===== config.mk =====
export PLATFORM = sky130hd
export DESIGN_NAME = regport_top
export DESIGN_NICKNAME = d
export VERILOG_FILES = /design/src/rtl/regport_pkg.sv /design/src/rtl/regport_sync.sv /design/src/rtl/regport_result.sv /design/src/rtl/regport_ctrl.sv /design/src/rtl/regport_top.sv
export SDC_FILE = /design/constraint.sdc
export NUM_CORES = 1
export LEC_CHECK = 0
export BUFFER_PORTS_ARGS = -buffer_cell sky130_fd_sc_hd__buf_2
export CAP_MARGIN = 20
export CORE_ASPECT_RATIO = 0.6
export CORE_MARGIN = 5
export CORE_UTILIZATION = 50
export DETAILED_ROUTE_END_ITERATION = 6
export GPL_TIMING_DRIVEN = 0
export PLACE_DENSITY = 0.74
export SLEW_MARGIN = 30
export SYNTH_ARGS = -nofsm -noshare
export SYNTH_HDL_FRONTEND = slang
export SYNTH_HIERARCHICAL = 1
export SYNTH_SLANG_ARGS = --single-unit

===== constraint.sdc =====
create_clock -name clk -period 2.2 [get_ports clk]
set_clock_uncertainty 0.15 [all_clocks]
set_input_delay 0.44 -clock clk [delete_from_list [all_inputs] [get_ports clk]]
set_output_delay 0.44 -clock clk [all_outputs]
set_load 0.02 [all_outputs]

===== src/rtl/regport_pkg.sv =====
package regport_pkg;
    typedef enum logic [1:0] {
        CMD_WAIT  = 2'd0,
        REG_WRITE = 2'd1,
        REG_READ  = 2'd2
    } fsm_t;

    typedef enum logic [1:0] {
        SEL_CMD   = 2'b00,
        SEL_SETUP = 2'b01,
        SEL_TEST  = 2'b10,
        SEL_RES   = 2'b11
    } sel_t;

    localparam int BYTE_W = 8;
endpackage


===== src/rtl/regport_sync.sv =====
module regport_sync #(
    parameter int STAGES = 2
) (
    input  logic clk,
    input  logic rst_n,
    input  logic sclk,
    input  logic sdi,
    input  logic cs_n,
    output logic sdi_s,
    output logic sel_s,
    output logic rise,
    output logic fall
);
    logic [STAGES-1:0] sclk_p, sdi_p, csn_p;
    logic              sclk_d;

    generate
        for (genvar i = 0; i < STAGES; i++) begin : g_stage
            always_ff @(posedge clk or negedge rst_n) begin
                if (!rst_n) begin
                    sclk_p[i] <= 1'b1;
                    sdi_p[i]  <= 1'b0;
                    csn_p[i]  <= 1'b1;
                end else if (i == 0) begin
                    sclk_p[i] <= sclk;
                    sdi_p[i]  <= sdi;
                    csn_p[i]  <= cs_n;
                end else begin
                    sclk_p[i] <= sclk_p[i-1];
                    sdi_p[i]  <= sdi_p[i-1];
                    csn_p[i]  <= csn_p[i-1];
                end
            end
        end
    endgenerate

    always_ff @(posedge clk or negedge rst_n) begin
        if (!rst_n) sclk_d <= 1'b1;
        else        sclk_d <= sclk_p[STAGES-1];
    end

    assign sdi_s = sdi_p[STAGES-1];
    assign sel_s = ~csn_p[STAGES-1];
    assign rise  = sel_s &  sclk_p[STAGES-1] & ~sclk_d;
    assign fall  = sel_s & ~sclk_p[STAGES-1] &  sclk_d;
endmodule


===== src/rtl/regport_result.sv =====
module regport_result #(
    parameter int RES_W = 16
) (
    input  logic             clk,
    input  logic             rst_n,
    input  logic             res_valid,
    input  logic [RES_W-1:0] res_in,
    input  logic             rd_start,
    input  logic             rd_done,
    output logic             drdy,
    output logic [RES_W-1:0] res_word
);
    logic fresh;

    always_ff @(posedge clk or negedge rst_n) begin
        if (!rst_n) begin
            drdy     <= 1'b0;
            fresh    <= 1'b0;
            res_word <= '0;
        end else begin
            if (res_valid) begin
                res_word <= res_in;
                drdy     <= 1'b1;
                fresh    <= 1'b1;
            end else begin
                if (rd_start)                drdy  <= drdy;
                if (rd_start)                fresh <= 1'b0;
                if (rd_done && !fresh)       drdy  <= 1'b0;
            end
        end
    end


    rdy_clear_chk: assert property (@(posedge clk) disable iff (!rst_n)
        (rd_done && !fresh && !res_valid) |=> !drdy);

    rdy_set_chk: assert property (@(posedge clk) disable iff (!rst_n)
        res_valid |=> (drdy && res_word == $past(res_in)));
endmodule


===== src/rtl/regport_ctrl.sv =====
module regport_ctrl
    import regport_pkg::*;
#(
    parameter int RES_W = 16
) (
    input  logic             clk,
    input  logic             rst_n,
    input  logic             sdi_s,
    input  logic             sel_s,
    input  logic             rise,
    input  logic             fall,
    input  logic             drdy,
    input  logic [RES_W-1:0] res_word,
    output logic             sdo,
    output logic [1:0]       gain,
    output logic             standby,
    output logic [7:0]       setup,
    output logic             rd_start,
    output logic             rd_done
);
    localparam int CW  = $clog2(RES_W + 1);
    localparam int PAD = RES_W - BYTE_W;

    fsm_t             state, nxt;
    sel_t             rsel;
    logic [CW-1:0]    cnt, len_m1;
    logic [RES_W-1:0] sh;
    logic [7:0]       test_q, byte_in, cmd_rb;
    logic             sdo_q, last, byte_bad, cmd_loop;

    assign byte_in  = {sh[6:0], sdi_s};
    assign len_m1   = (state != CMD_WAIT && rsel == SEL_RES) ? CW'(RES_W - 1) : CW'(BYTE_W - 1);
    assign last     = rise && (cnt == len_m1);
    assign byte_bad = byte_in[6];
    assign cmd_loop = (sel_t'(byte_in[5:4]) == SEL_CMD) && !byte_in[3];
    assign cmd_rb   = {drdy, 1'b0, byte_in[5:4], 1'b1, byte_in[2:0]};

    always_comb begin
        nxt = state;
        if (!sel_s && cnt != '0) begin
            nxt = CMD_WAIT;
        end else if (last) begin
            unique case (state)
                CMD_WAIT: begin
                    if (byte_bad || cmd_loop) nxt = CMD_WAIT;
                    else if (byte_in[3])      nxt = REG_READ;
                    else                      nxt = REG_WRITE;
                end
                REG_WRITE: nxt = CMD_WAIT;
                REG_READ:  nxt = CMD_WAIT;
                default:   nxt = CMD_WAIT;
            endcase
        end
    end

    always_ff @(posedge clk or negedge rst_n) begin
        if (!rst_n) state <= CMD_WAIT;
        else        state <= nxt;
    end

    always_ff @(posedge clk or negedge rst_n) begin
        if (!rst_n) begin
            cnt     <= '0;
            sh      <= '0;
            rsel    <= SEL_CMD;
            gain    <= 2'b00;
            standby <= 1'b0;
            setup   <= 8'h00;
            test_q  <= 8'h00;
            sdo_q   <= 1'b0;
        end else if (!sel_s) begin
            cnt   <= '0;
            sdo_q <= 1'b0;
        end else begin
            if (rise) begin
                cnt <= last ? '0 : cnt + 1'b1;
                unique case (state)
                    CMD_WAIT: begin
                        sh <= {sh[RES_W-2:0], sdi_s};
                        if (last && !byte_bad) begin
                            rsel    <= sel_t'(byte_in[5:4]);
                            standby <= byte_in[2];
                            gain    <= byte_in[1:0];
                            if (byte_in[3]) begin
                                unique case (sel_t'(byte_in[5:4]))
                                    SEL_CMD:   sh <= {cmd_rb, {PAD{1'b0}}};
                                    SEL_SETUP: sh <= {setup,  {PAD{1'b0}}};
                                    SEL_TEST:  sh <= {test_q, {PAD{1'b0}}};
                                    SEL_RES:   sh <= res_word;
                                    default:   sh <= '0;
                                endcase
                            end
                        end
                    end
                    REG_WRITE: begin
                        sh <= {sh[RES_W-2:0], sdi_s};
                        if (last && rsel == SEL_SETUP) setup  <= byte_in;
                        if (last && rsel == SEL_TEST)  test_q <= byte_in;
                    end
                    REG_READ: sh <= {sh[RES_W-2:0], 1'b0};
                    default:  sh <= sh;
                endcase
            end
            if (fall) sdo_q <= (state == REG_READ) ? sh[RES_W-1] : 1'b0;
        end
    end

    assign sdo      = sdo_q;
    assign rd_start = (state == CMD_WAIT) && last && !byte_bad && byte_in[3] &&
                      (sel_t'(byte_in[5:4]) == SEL_RES);
    assign rd_done  = (state == REG_READ) && last && (rsel == SEL_RES);


    bad_byte_chk: assert property (@(posedge clk) disable iff (!rst_n)
        (state == CMD_WAIT && last && byte_bad) |=>
        ($stable(gain) && $stable(standby) && state == CMD_WAIT));

    abort_chk: assert property (@(posedge clk) disable iff (!rst_n)
        (!sel_s && cnt != '0) |=> (state == CMD_WAIT && cnt == '0));

    finish_chk: assert property (@(posedge clk) disable iff (!rst_n)
        (state != CMD_WAIT && last) |=> state == CMD_WAIT);

    shift_hold_chk: assert property (@(posedge clk) disable iff (!rst_n)
        (state == REG_READ && !rise) |=> $stable(sh));

    sdo_idle_chk: assert property (@(posedge clk) disable iff (!rst_n)
        ($past(state) == CMD_WAIT && state == CMD_WAIT && fall) |=> !sdo);
endmodule


===== src/rtl/regport_top.sv =====
module regport_top #(
    parameter int RES_W       = 16,
    parameter int SYNC_STAGES = 2
) (
    input  logic             clk,
    input  logic             rst_n,
    input  logic             sclk,
    input  logic             cs_n,
    input  logic             sdi,
    output logic             sdo,
    input  logic             res_valid,
    input  logic [RES_W-1:0] res_data,
    output logic [1:0]       gain,
    output logic             standby,
    output logic [1:0]       cal_mode,
    output logic             unipolar,
    output logic [4:0]       filt_sel
);
    logic             sdi_s, sel_s, rise, fall;
    logic             drdy, rd_start, rd_done;
    logic [RES_W-1:0] res_word;
    logic [7:0]       setup;

    regport_sync #(.STAGES(SYNC_STAGES)) u_sync (
        .clk(clk), .rst_n(rst_n), .sclk(sclk), .sdi(sdi), .cs_n(cs_n),
        .sdi_s(sdi_s), .sel_s(sel_s), .rise(rise), .fall(fall)
    );

    regport_result #(.RES_W(RES_W)) u_res (
        .clk(clk), .rst_n(rst_n), .res_valid(res_valid), .res_in(res_data),
        .rd_start(rd_start), .rd_done(rd_done), .drdy(drdy), .res_word(res_word)
    );

    regport_ctrl #(.RES_W(RES_W)) u_ctrl (
        .clk(clk), .rst_n(rst_n), .sdi_s(sdi_s), .sel_s(sel_s), .rise(rise),
        .fall(fall), .drdy(drdy), .res_word(res_word), .sdo(sdo), .gain(gain),
        .standby(standby), .setup(setup), .rd_start(rd_start), .rd_done(rd_done)
    );

    assign cal_mode = setup[7:6];
    assign unipolar = setup[5];
    assign filt_sel = setup[4:0];
endmodule


== Yosys cells after proc, flatten, opt, wreduce, memory -nomap -nowiden ==
Index checks and enable logic that the tools add are counted.
Cells by class
  $add $sub $neg: 1
  multipliers: 0
  div/mod/pow operators: 0
  order comparisons: 0
  eq/ne operators: 9
  shift-type cells: 0
  mux-type cells: 20
  bitwise operators: 7
  reduce and logical (&&, ||, !) cells: 32
Operators by type and width (count)
  16-bit case mux with 4 select lines: 1
  16-bit case mux with 3 select lines: 1
  16-bit two-way mux: 2
  5-bit two-way mux: 3
  1-bit logical AND: 14
  4-bit AND reduction: 3
  2-bit nonzero test: 6
  2-bit == test (second input constant): 5
  2-bit two-way mux: 5
  1-bit two-way mux: 7
  2-bit by 1-bit == test with 1-bit output (second input constant): 3
  5-bit by 1-bit adder with 5-bit output (second input constant): 1
  5-bit == test: 1
  5-bit nonzero test: 1
  1-bit bitwise AND: 4
  2-bit logical NOT: 2
  4-bit two-way mux: 1
  1-bit logical NOT: 3
  1-bit inverter: 3
  3-bit AND reduction: 1
  3-bit nonzero test: 1
  1-bit logical OR: 1
Word-level totals
  flip-flop bits (word level): 70
  latch bits: 0
  memory bits (writable): 0
  bits in read-only memories: 0
  input port bits: 22
  output and inout bits: 12
  word-level logic and storage cells: 88
  memories kept: 0

== Depth between registers and ports, before layout ==
Gate-level depths: netlist (run 1).
  depth in word-level cells: 11
  gate-level depth with buffers: 8
  depth with buffers taken out: 8

== Hierarchy ==
Netlist (run 1), hierarchy kept.
Modules (own cells, without submodules)
  regport_ctrl: instances 1, cells an instance 211, area each 2471.1 µm², seq. area each 1126.1 µm²
  regport_result: instances 1, cells an instance 40, area each 719.4 µm², seq. area each 450.4 µm²
  regport_sync: instances 1, cells an instance 10, area each 200.2 µm², seq. area each 181.4 µm²

== Worst setup path before layout (run 1) ==
No wires, ideal clock.
  path kind: reg2reg
  start point: register u_sync.sclk_p[1]
  end point: register u_ctrl.sh[15]
  library setup time: 126 ps
  arrival time: 2054 ps
  data required time: 1924 ps
  setup slack: -130 ps
  cell stages (with the launch flop): 8
  buffers on the path: 1
  period minus slack after synthesis: 2330 ps
  cells stage by stage: dfstp_2 > nor3b_1 > buf_4 > nand3_1 > nor4_1 > nand2b_1 > and2_4 > a221o_1
On the way
  word-level cells in the longest chain between the ends: 6
  elaborated cells between the ends (all ways): 7
  those cells by class: 2 x mux; 2 x bitwise; 3 x reduce/logical
RTL lines
  start: declaration: RTL line regport_sync.sv:14  | logic [STAGES-1:0] sclk_p, sdi_p, csn_p;
  start signal: indexed assignment: RTL line regport_sync.sv:25  | sclk_p[i] <= sclk;
  start signal: indexed assignment: RTL line regport_sync.sv:29  | sclk_p[i] <= sclk_p[i-1];
  1-bit bitwise AND * (2 in series): RTL line regport_sync.sv:44  | assign rise = sel_s & sclk_p[STAGES-1] & ~sclk_d;
  net rise: RTL line regport_top.sv:19  | logic sdi_s, sel_s, rise, fall;
  1-bit logical AND: RTL line regport_ctrl.sv:33  | assign last = rise && (cnt == len_m1);
  1-bit logical AND: RTL line regport_ctrl.sv:80  | if (last && !byte_bad) begin
  16-bit two-way mux: RTL line regport_ctrl.sv:80
  16-bit case mux with 3 select lines: RTL line regport_ctrl.sv:77  | unique case (state)
  end signal: assignment: RTL line regport_ctrl.sv:79  | sh <= {sh[RES_W-2:0], sdi_s};
  end signal: assignment: RTL line regport_ctrl.sv:86  | SEL_CMD: sh <= {cmd_rb, {PAD{1'b0}}};
  end signal: assignment: RTL line regport_ctrl.sv:87  | SEL_SETUP: sh <= {setup, {PAD{1'b0}}};
  end: declaration: RTL line regport_ctrl.sv:27  | logic [RES_W-1:0] sh;
Mark *: on every way through the listed nets, which the timed path passes. The rest lies on a longest branch.
A chain may end at the register's enable or synchronous reset.

== Worst setup path in the final report (run 1) ==
  start point: register u_ctrl.state[0]
  end point: register u_ctrl.test_q[7]
On the way
  word-level cells in the longest chain between the ends: 7
  elaborated cells between the ends (all ways): 8
  those cells by class: 2 x eq/ne; 1 x mux; 5 x reduce/logical
RTL lines
  start: declaration: RTL line regport_ctrl.sv:24  | fsm_t state, nxt;
  start signal: assignment: RTL line regport_ctrl.sv:58  | else state <= nxt;
  2-bit nonzero test: RTL line regport_ctrl.sv:32  | assign len_m1 = (state != CMD_WAIT && rsel == SEL_RES) ? CW'(RES_W - 1) : CW'(BYTE_W - 1);
  1-bit logical AND: RTL line regport_ctrl.sv:32
  4-bit two-way mux: RTL line regport_ctrl.sv:32
  5-bit == test: RTL line regport_ctrl.sv:33
  1-bit logical AND: RTL line regport_ctrl.sv:33
  1-bit logical AND: RTL line regport_ctrl.sv:98  | if (last && rsel == SEL_TEST) test_q <= byte_in;
  4-bit AND reduction (no source line) *
  end signal: assignment: RTL line regport_ctrl.sv:98
  end: declaration: RTL line regport_ctrl.sv:28  | logic [7:0] test_q, byte_in, cmd_rb;
Mark *: on every way between the ends. The rest lies on a longest branch, timed or not.

==> results.py, run 1 <==
metrics = {
    "status": {
        "outcome": "complete, but fails checks",
        "violations": "setup timing",
    },
    "sta": {
        "max_clock_freq_mhz": 416,
        "slew_violations": 0,
        "min_period_ns": 2.41,
        "layout_setup_ws_ns": -0.207,
        "rsz0062_at_grt": "yes",
        "setup-tns-final_ns": -4.33,
        "min_period_over_period_pct": 109,
        "tightest_slew_ns": 0.502,
        "relSlewSlack_pct": 66.5,
        "finalSetupViolCount": 35,
        "hold_violations": 0,
    },
    "worst_hold_path": {
        "holdPathStages": 1,
        "worstHoldPathType": "input port to flop",
        "hold_start": "sclk",
        "min_to": "u_sync/sclk_p[0]",
    },
    "synth": {
        "synth_area_um2": 3390,
        "async_reset_ff_share_pct": 100,
        "synth_edf_count": 0,
        "syn-instance-count": 261,
        "synthFlopType": "dfrtp_1",
        "synth.distinct_cells": 53,
        "synth_nets": 289,
        "synth-seq-area-share_pct": 51.8,
        "yosysWarningCount": 6,
        "avgSynthCellArea_um2": 13.0,
        "synth_seq_cells": 70,
    },
    "pwr": {
        "comb_power_share_pct": 11.5,
        "intPower_w": 0.00240,
        "powerDensity_nw_per_um2": 746,
        "p_leak_nw": 2.00,
        "seqPwrFrac_pct": 44.7,
        "vdd.ir_drop.worst_uv": 421,
        "swShare_pct": 24.6,
        "clockPowerShare_pct": 43.9,
        "power.switching_w": 0.000784,
    },
    "placement": {
        "place_hpwl_um": 5340,
        "post-place-cells": 381,
        "dp_slack_ns": -0.388,
        "port_buffers": 32,
        "place.gp.congestion": 0.894,
    },
    "die": {
        "dieHeight_um": 73.8,
        "initial_core_util_pct": 51.2,
        "rows": 23,
        "core_area_um2": 6620,
        "die_w_um": 116,
        "io_pins": 34,
        "die-area_um2": 8580,
    },
    "global_routing": {
        "grt_overflow": 0,
        "antenna_found_initial": 0,
        "grt_pass1_vias": 2434,
        "grt_pass1_wl_um": 13000,
        "grt_max_degree": 40,
        "grt_usage_pct": 20.2,
    },
    "cts": {
        "cts_buffers": 9,
        "cts_tree": "yes",
        "cts.htree.levels": 3,
        "cts.clk_slew.worst_paths_ns": 0.06,
        "clock_sinks": 70,
        "cts.path.max_buffers": 2,
        "clockRootBuffer": "clkbuf_16",
        "clk_latency_ns": 0.33,
    },
    "critical_path": {
        "start_kind": "flop",
        "crit_fanout": 8,
        "end_kind": "flop",
        "crit_type": "flop to flop",
        "reg2reg_depth": 10,
        "reg2reg_slack_ns": -0.21,
        "reg2reg_from": "u_ctrl/state[0]",
        "r2r_end": "u_ctrl/test_q[7]",
        "required_ns": 2.26,
        "cp.arrival_ns": 2.47,
    },
    "finish": {
        "drive_above_1_share_pct": 44.8,
        "layout_common_cells": "dfrtp_1, buf_2, mux2_2",
        "syn2layout_area_growth_pct": 25.9,
        "final_common_cell": "dfrtp_1",
        "nNetsFinal": 353,
        "insertedDiodeCount": 0,
        "stdcell_count": 417,
    },
    "detailed_routing": {
        "num_vias": 2398,
        "drcViolationCount": 0,
        "wl_per_cell_um": 19.1,
        "routed_wl_um": 7970,
        "drtPass1Iterations": 5,
        "viasPerCell": 5.75,
        "antenna_left": 0,
        "drt-initial-drc-count": 211,
    },
    "run": {
        "maxCapViolCount": 0,
    },
}
[worst max path at each step]
stage | cells past startpoint | to | from | slack, ns
2_1_floorplan | 7 | u_ctrl/gain[1] | u_ctrl/state[0] | -0.09
3_3_place_gp | 6 | u_ctrl/setup[4] | u_sync/sclk_p[1] | -0.38
3_5_place_dp | 7 | u_ctrl/sh[10] | u_sync/sclk_p[1] | -0.39
4_1_cts | 8 | u_ctrl/setup[4] | u_ctrl/state[0] | -0.14
5_1_grt | 10 | u_ctrl/test_q[5] | u_ctrl/state[0] | -0.30
6_report | 10 | u_ctrl/test_q[7] | u_ctrl/state[0] | -0.21
[kinds of logic (layout without fill, tap and decap cells)]
logic type | Yosys count | count (layout) | synth area share, %
buf+inv | 18 | 87 | 2.84
mux | 50 | 50 | 18.7
flops | 70 | 70 | 51.8
compound gates | 40 | 40 | 8.41
xor+xnor | 2 | 2 | 0.738
fa+ha+maj | 6 | 6 | 2.21
simple gates | 75 | 75 | 15.2
[per-layer routing]
metal  routed length (µm)  GRT usage [%]
met5                    0              0
met4                   86           6.31
met3                  675           6.50
met2                 3320           26.9
met1                 3890           31.0
[synthesized netlist by cell type, drive strengths merged (2+ instances only)]
cell / number / area share [%]
nand2b: 7 / 1.3
a21o: 2 / 0.52
buf: 5 / 1.4
nor4b: 2 / 0.52
o211ai: 3 / 0.66
or3: 2 / 0.52
and2: 7 / 1.4
ha: 6 / 2.2
mux2i: 6 / 1.8
xnor2: 2 / 0.74
nand3b: 2 / 0.44
inv: 6 / 0.66
nand4b: 3 / 1.7
a22oi: 7 / 1.5
dfstp: 5 / 3.9
nand2: 11 / 1.2
nor4: 3 / 1.0
a22o: 2 / 0.52
nor3: 5 / 1.4
nor2b: 3 / 0.55
a21boi: 3 / 0.66
a21oi: 7 / 1.0
nand3: 9 / 1.3
and4: 2 / 0.52
dfrtp: 65 / 48
and3: 5 / 0.92
nor3b: 5 / 1.1
mux4: 4 / 2.7
o21ai: 7 / 1.0
nor2: 5 / 0.55
clkbuf: 7 / 0.78
a221o: 4 / 1.2
mux2: 40 / 14
[sequential cells by signal (all words and copies together), names as in the netlist, 2 cells and up]
register        count
u_ctrl/gain         2
u_ctrl/rsel         2
u_ctrl/state        2
u_sync/csn_p        2
u_res/res_word     16
u_ctrl/cnt          5
u_ctrl/test_q       8
u_ctrl/setup        8
u_sync/sclk_p       2
u_ctrl/sh          16
[cell type report]
class | count | area, µm²
fill | 502 | 2350
sequential | 70 | 1760
multi-input combinational | 173 | 1650
timing repair buffer | 53 | 358
clock buffer | 11 | 233
tap | 87 | 109
buffer | 12 | 83.8
clock inverter | 5 | 60.1
inverter | 6 | 22.5
[through the flow]
stage / hold WS, ns / total power, W / cell area (µm²) / util, %
after global placement: 0.184 / 0.00177 / 3670 / 55.5
final: 0.0575 / 0.00318 / 4270 / 64.5
after detailed placement: 0.186 / 0.00178 / 3690 / 55.8
after global routing: 0.0457 / 0.00332 / 4270 / 64.5
after floorplan: -0.00559 / 0.00164 / 3400 / -
after CTS: 0.0445 / 0.00321 / 4170 / 63.1
[repair_timing]
item / in CTS / in global routing
setup buffers: 13 / 6
setup endpoints to repair: 41 / 41
hold buffers: 1 / 0
gates resized for setup: 21 / 15
hold endpoints to repair: 26 / 0
pin swaps: 7 / 11
[power groups by stage]
stage / logic [W] / clock network (W) / registers [W]
floorplan: 0.000233 / 0 / 0.00141
global placement: 0.000331 / 0 / 0.00144
detailed placement: 0.000341 / 0 / 0.00144
CTS: 0.000354 / 0.00143 / 0.00142
global route: 0.000398 / 0.00150 / 0.00143
finish: 0.000365 / 0.00140 / 0.00142
[critical path, cell delays in order (launching register included)]
cell and delay (ns):
dfrtp_1 0.37, inv_2 0.06, ha_4 0.16, nand3b_1 0.28, xnor2_4 0.22, buf_6 0.14
nor3_4 0.11, buf_6 0.14, buf_4 0.11, nand4b_4 0.20, mux2_2 0.34
Power figures use the tool's default switching activity.
==> run 2: changes to the inputs <==
CORE_ASPECT_RATIO = 0.5   (was 0.6)
PLACE_DENSITY = 0.76   (was 0.74)
==> run 2 against run 1 <==
The run still ends with setup timing left. Wire length up 5.2%. Combinational power hardly changed. First-iteration DRC count grew 5.7%. Via count is 4.0% higher. Critical path depth down 3.
==> results.py, run 2 (synthesis results as in run 1) <==
metrics = {
    "pwr": {
        "powerDensity_nw_per_um2": 765,
        "vdd.ir_drop.worst_uv": 462,
        "p_leak_nw": 2.05,
    },
    "cts": {
        "cts_buffers": 9,
        "clockRootBuffer": "clkbuf_16",
        "clock_sinks": 70,
        "cts_tree": "yes",
        "cts.clk_slew.worst_paths_ns": 0.06,
        "clk_latency_ns": 0.33,
        "cts.htree.levels": 3,
        "cts.path.max_buffers": 2,
    },
    "die": {
        "die-area_um2": 8630,
        "core_area_um2": 6650,
        "io_pins": 34,
        "rows": 21,
        "initial_core_util_pct": 51.0,
        "die_w_um": 126,
        "dieHeight_um": 68.2,
    },
    "finish": {
        "layout_common_cells": "dfrtp_1, buf_2, mux2_2",
        "post-route-util_pct": 65.7,
        "nNetsFinal": 355,
        "syn2layout_area_growth_pct": 28.8,
        "reg_top3": "u_ctrl/sh x16, u_res/res_word x16",
        "final_common_cell": "dfrtp_1",
        "multi_input_area_um2": 1660,
        "finalInstanceArea_um2": 4370,
        "final.fill_count": 454,
        "stdcell_count": 424,
        "insertedDiodeCount": 0,
        "drive_above_1_share_pct": 46.4,
        "ff_latch_area_um2": 1760,
    },
    "sta": {
        "finalSetupViolCount": 38,
        "min_period_ns": 2.41,
        "max_clock_freq_mhz": 416,
        "hold_violations": 0,
        "relSlewSlack_pct": 63.7,
        "slew_violations": 0,
        "layout_setup_ws_ns": -0.207,
        "min_period_over_period_pct": 109,
        "rsz0062_at_grt": "yes",
        "tightest_slew_ns": 0.545,
    },
    "status": {
        "outcome": "complete, but fails checks",
        "violations": "setup timing",
    },
    "detailed_routing": {
        "drtPass1Iterations": 4,
        "viasPerCell": 5.88,
        "wl_per_cell_um": 19.8,
        "antenna_left": 0,
        "num_vias": 2493,
        "drcViolationCount": 0,
        "drt-initial-drc-count": 223,
        "routed_wl_um": 8390,
    },
    "critical_path": {
        "crit_type": "flop to flop",
        "end_kind": "flop",
        "cp.arrival_ns": 2.46,
        "reg2reg_slack_ns": -0.21,
        "cpMaxStageDelayCell": "dfstp_2",
        "crit_chain": "nor3b_4 -> buf_6 -> nand3_4 -> nor4_2 -> nand2b_4 -> and2_4 -> a221o_1",
        "required_ns": 2.26,
        "crit_buf_inv": 1,
        "reg2reg_depth": 7,
        "reg2reg_from": "u_sync/sclk_p[1]",
        "crit_fanout": 5,
        "r2r_end": "u_ctrl/sh[9]",
        "cpLargestDelayFamily": "simple AND/OR/NAND/NOR gates",
        "start_kind": "flop",
        "max_stage_delay_ns": 0.53,
    },
    "run": {
        "maxCapViolCount": 0,
    },
    "worst_hold_path": {
        "hold_start": "sclk",
        "holdPathStages": 1,
        "worstHoldPathType": "input port to flop",
        "min_to": "u_sync/sclk_p[0]",
    },
    "global_routing": {
        "grt_pass1_vias": 2649,
        "grt_max_degree": 55,
        "grt_overflow": 0,
        "grt_pass1_wl_um": 13200,
        "grt_usage_pct": 20.1,
        "antenna_found_initial": 0,
    },
    "placement": {
        "place_hpwl_um": 5190,
        "post-place-cells": 386,
        "place.gp.congestion": 0.899,
        "port_buffers": 32,
        "placed_area_um2": 3710,
    },
}
-- run 2: changes by cell type in the layout (fill, tap and decap cells not counted), moves of 2 or more --
cell / before / now
nor4_1: 2 / 0
inv_6: 0 / 2
nor4_2: 0 / 2
clkbuf_4: 2 / 0
buf_4: 15 / 18
clkbuf_1: 5 / 2
-- run 2: repair_timing --
action,CTS,global route
endpoints found under the hold margin,16,0
gates cloned,0,0
buffers inserted,16,7
hold buffers,1,0
pin swaps,7,9
resized for setup,20,23
endpoints found under the setup margin,41,41
-- run 2: metal layers --
layer	part of all wire, %	track usage, %
met5	0	0
met4	1.6	8.96
met3	6.2	4.75
met2	49	34.3
met1	43	25.1
-- run 2: cell type report --
type / count / share of cell area, %
multi-input combinational: 173 / 37.9
clock buffer: 9 / 5.16
buffer: 11 / 1.92
tap: 92 / 2.64
clock inverter: 7 / 2.21
timing repair buffer: 56 / 9.37
sequential: 70 / 40.3
inverter: 6 / 0.516
-- run 2: worst max path at each step --
stage / startpoint / to / slack, ns / cells past startpoint
after global placement: u_sync/sclk_p[1] / u_ctrl/setup[4] / -0.32 / 6
after global routing: u_sync/sclk_p[1] / u_ctrl/sh[10] / -0.29 / 7
after detailed placement: u_sync/sclk_p[1] / u_ctrl/setup[4] / -0.42 / 6
after CTS: u_ctrl/state[1] / u_ctrl/gain[1] / -0.15 / 8
final: u_sync/sclk_p[1] / u_ctrl/sh[9] / -0.21 / 7
after floorplan: u_ctrl/state[0] / u_ctrl/gain[1] / -0.09 / 7
-- run 2: power by group --
group          internal (W)  total [W]  switching, W  leakage (nW)
registers           0.00135    0.00143     0.0000807         0.904
clock network      0.000997    0.00154      0.000547         0.160
logic              0.000169   0.000362      0.000193         0.990
total               0.00252    0.00334      0.000821          2.05
-- run 2: metrics by stage --
step | hold WS [ns] | worst slack [ns] | total power [W] | TNS, ns
2_1_floorplan | -0.00559 | -0.0853 | 0.00164 | -0.592
3_3_place_gp | 0.183 | -0.316 | 0.00176 | -8.66
3_5_place_dp | 0.171 | -0.417 | 0.00178 | -11.66
4_1_cts | 0.0531 | -0.149 | 0.00333 | -2.40
5_1_grt | 0.0509 | -0.288 | 0.00344 | -7.17
6_report | 0.0600 | -0.207 | 0.00334 | -4.34
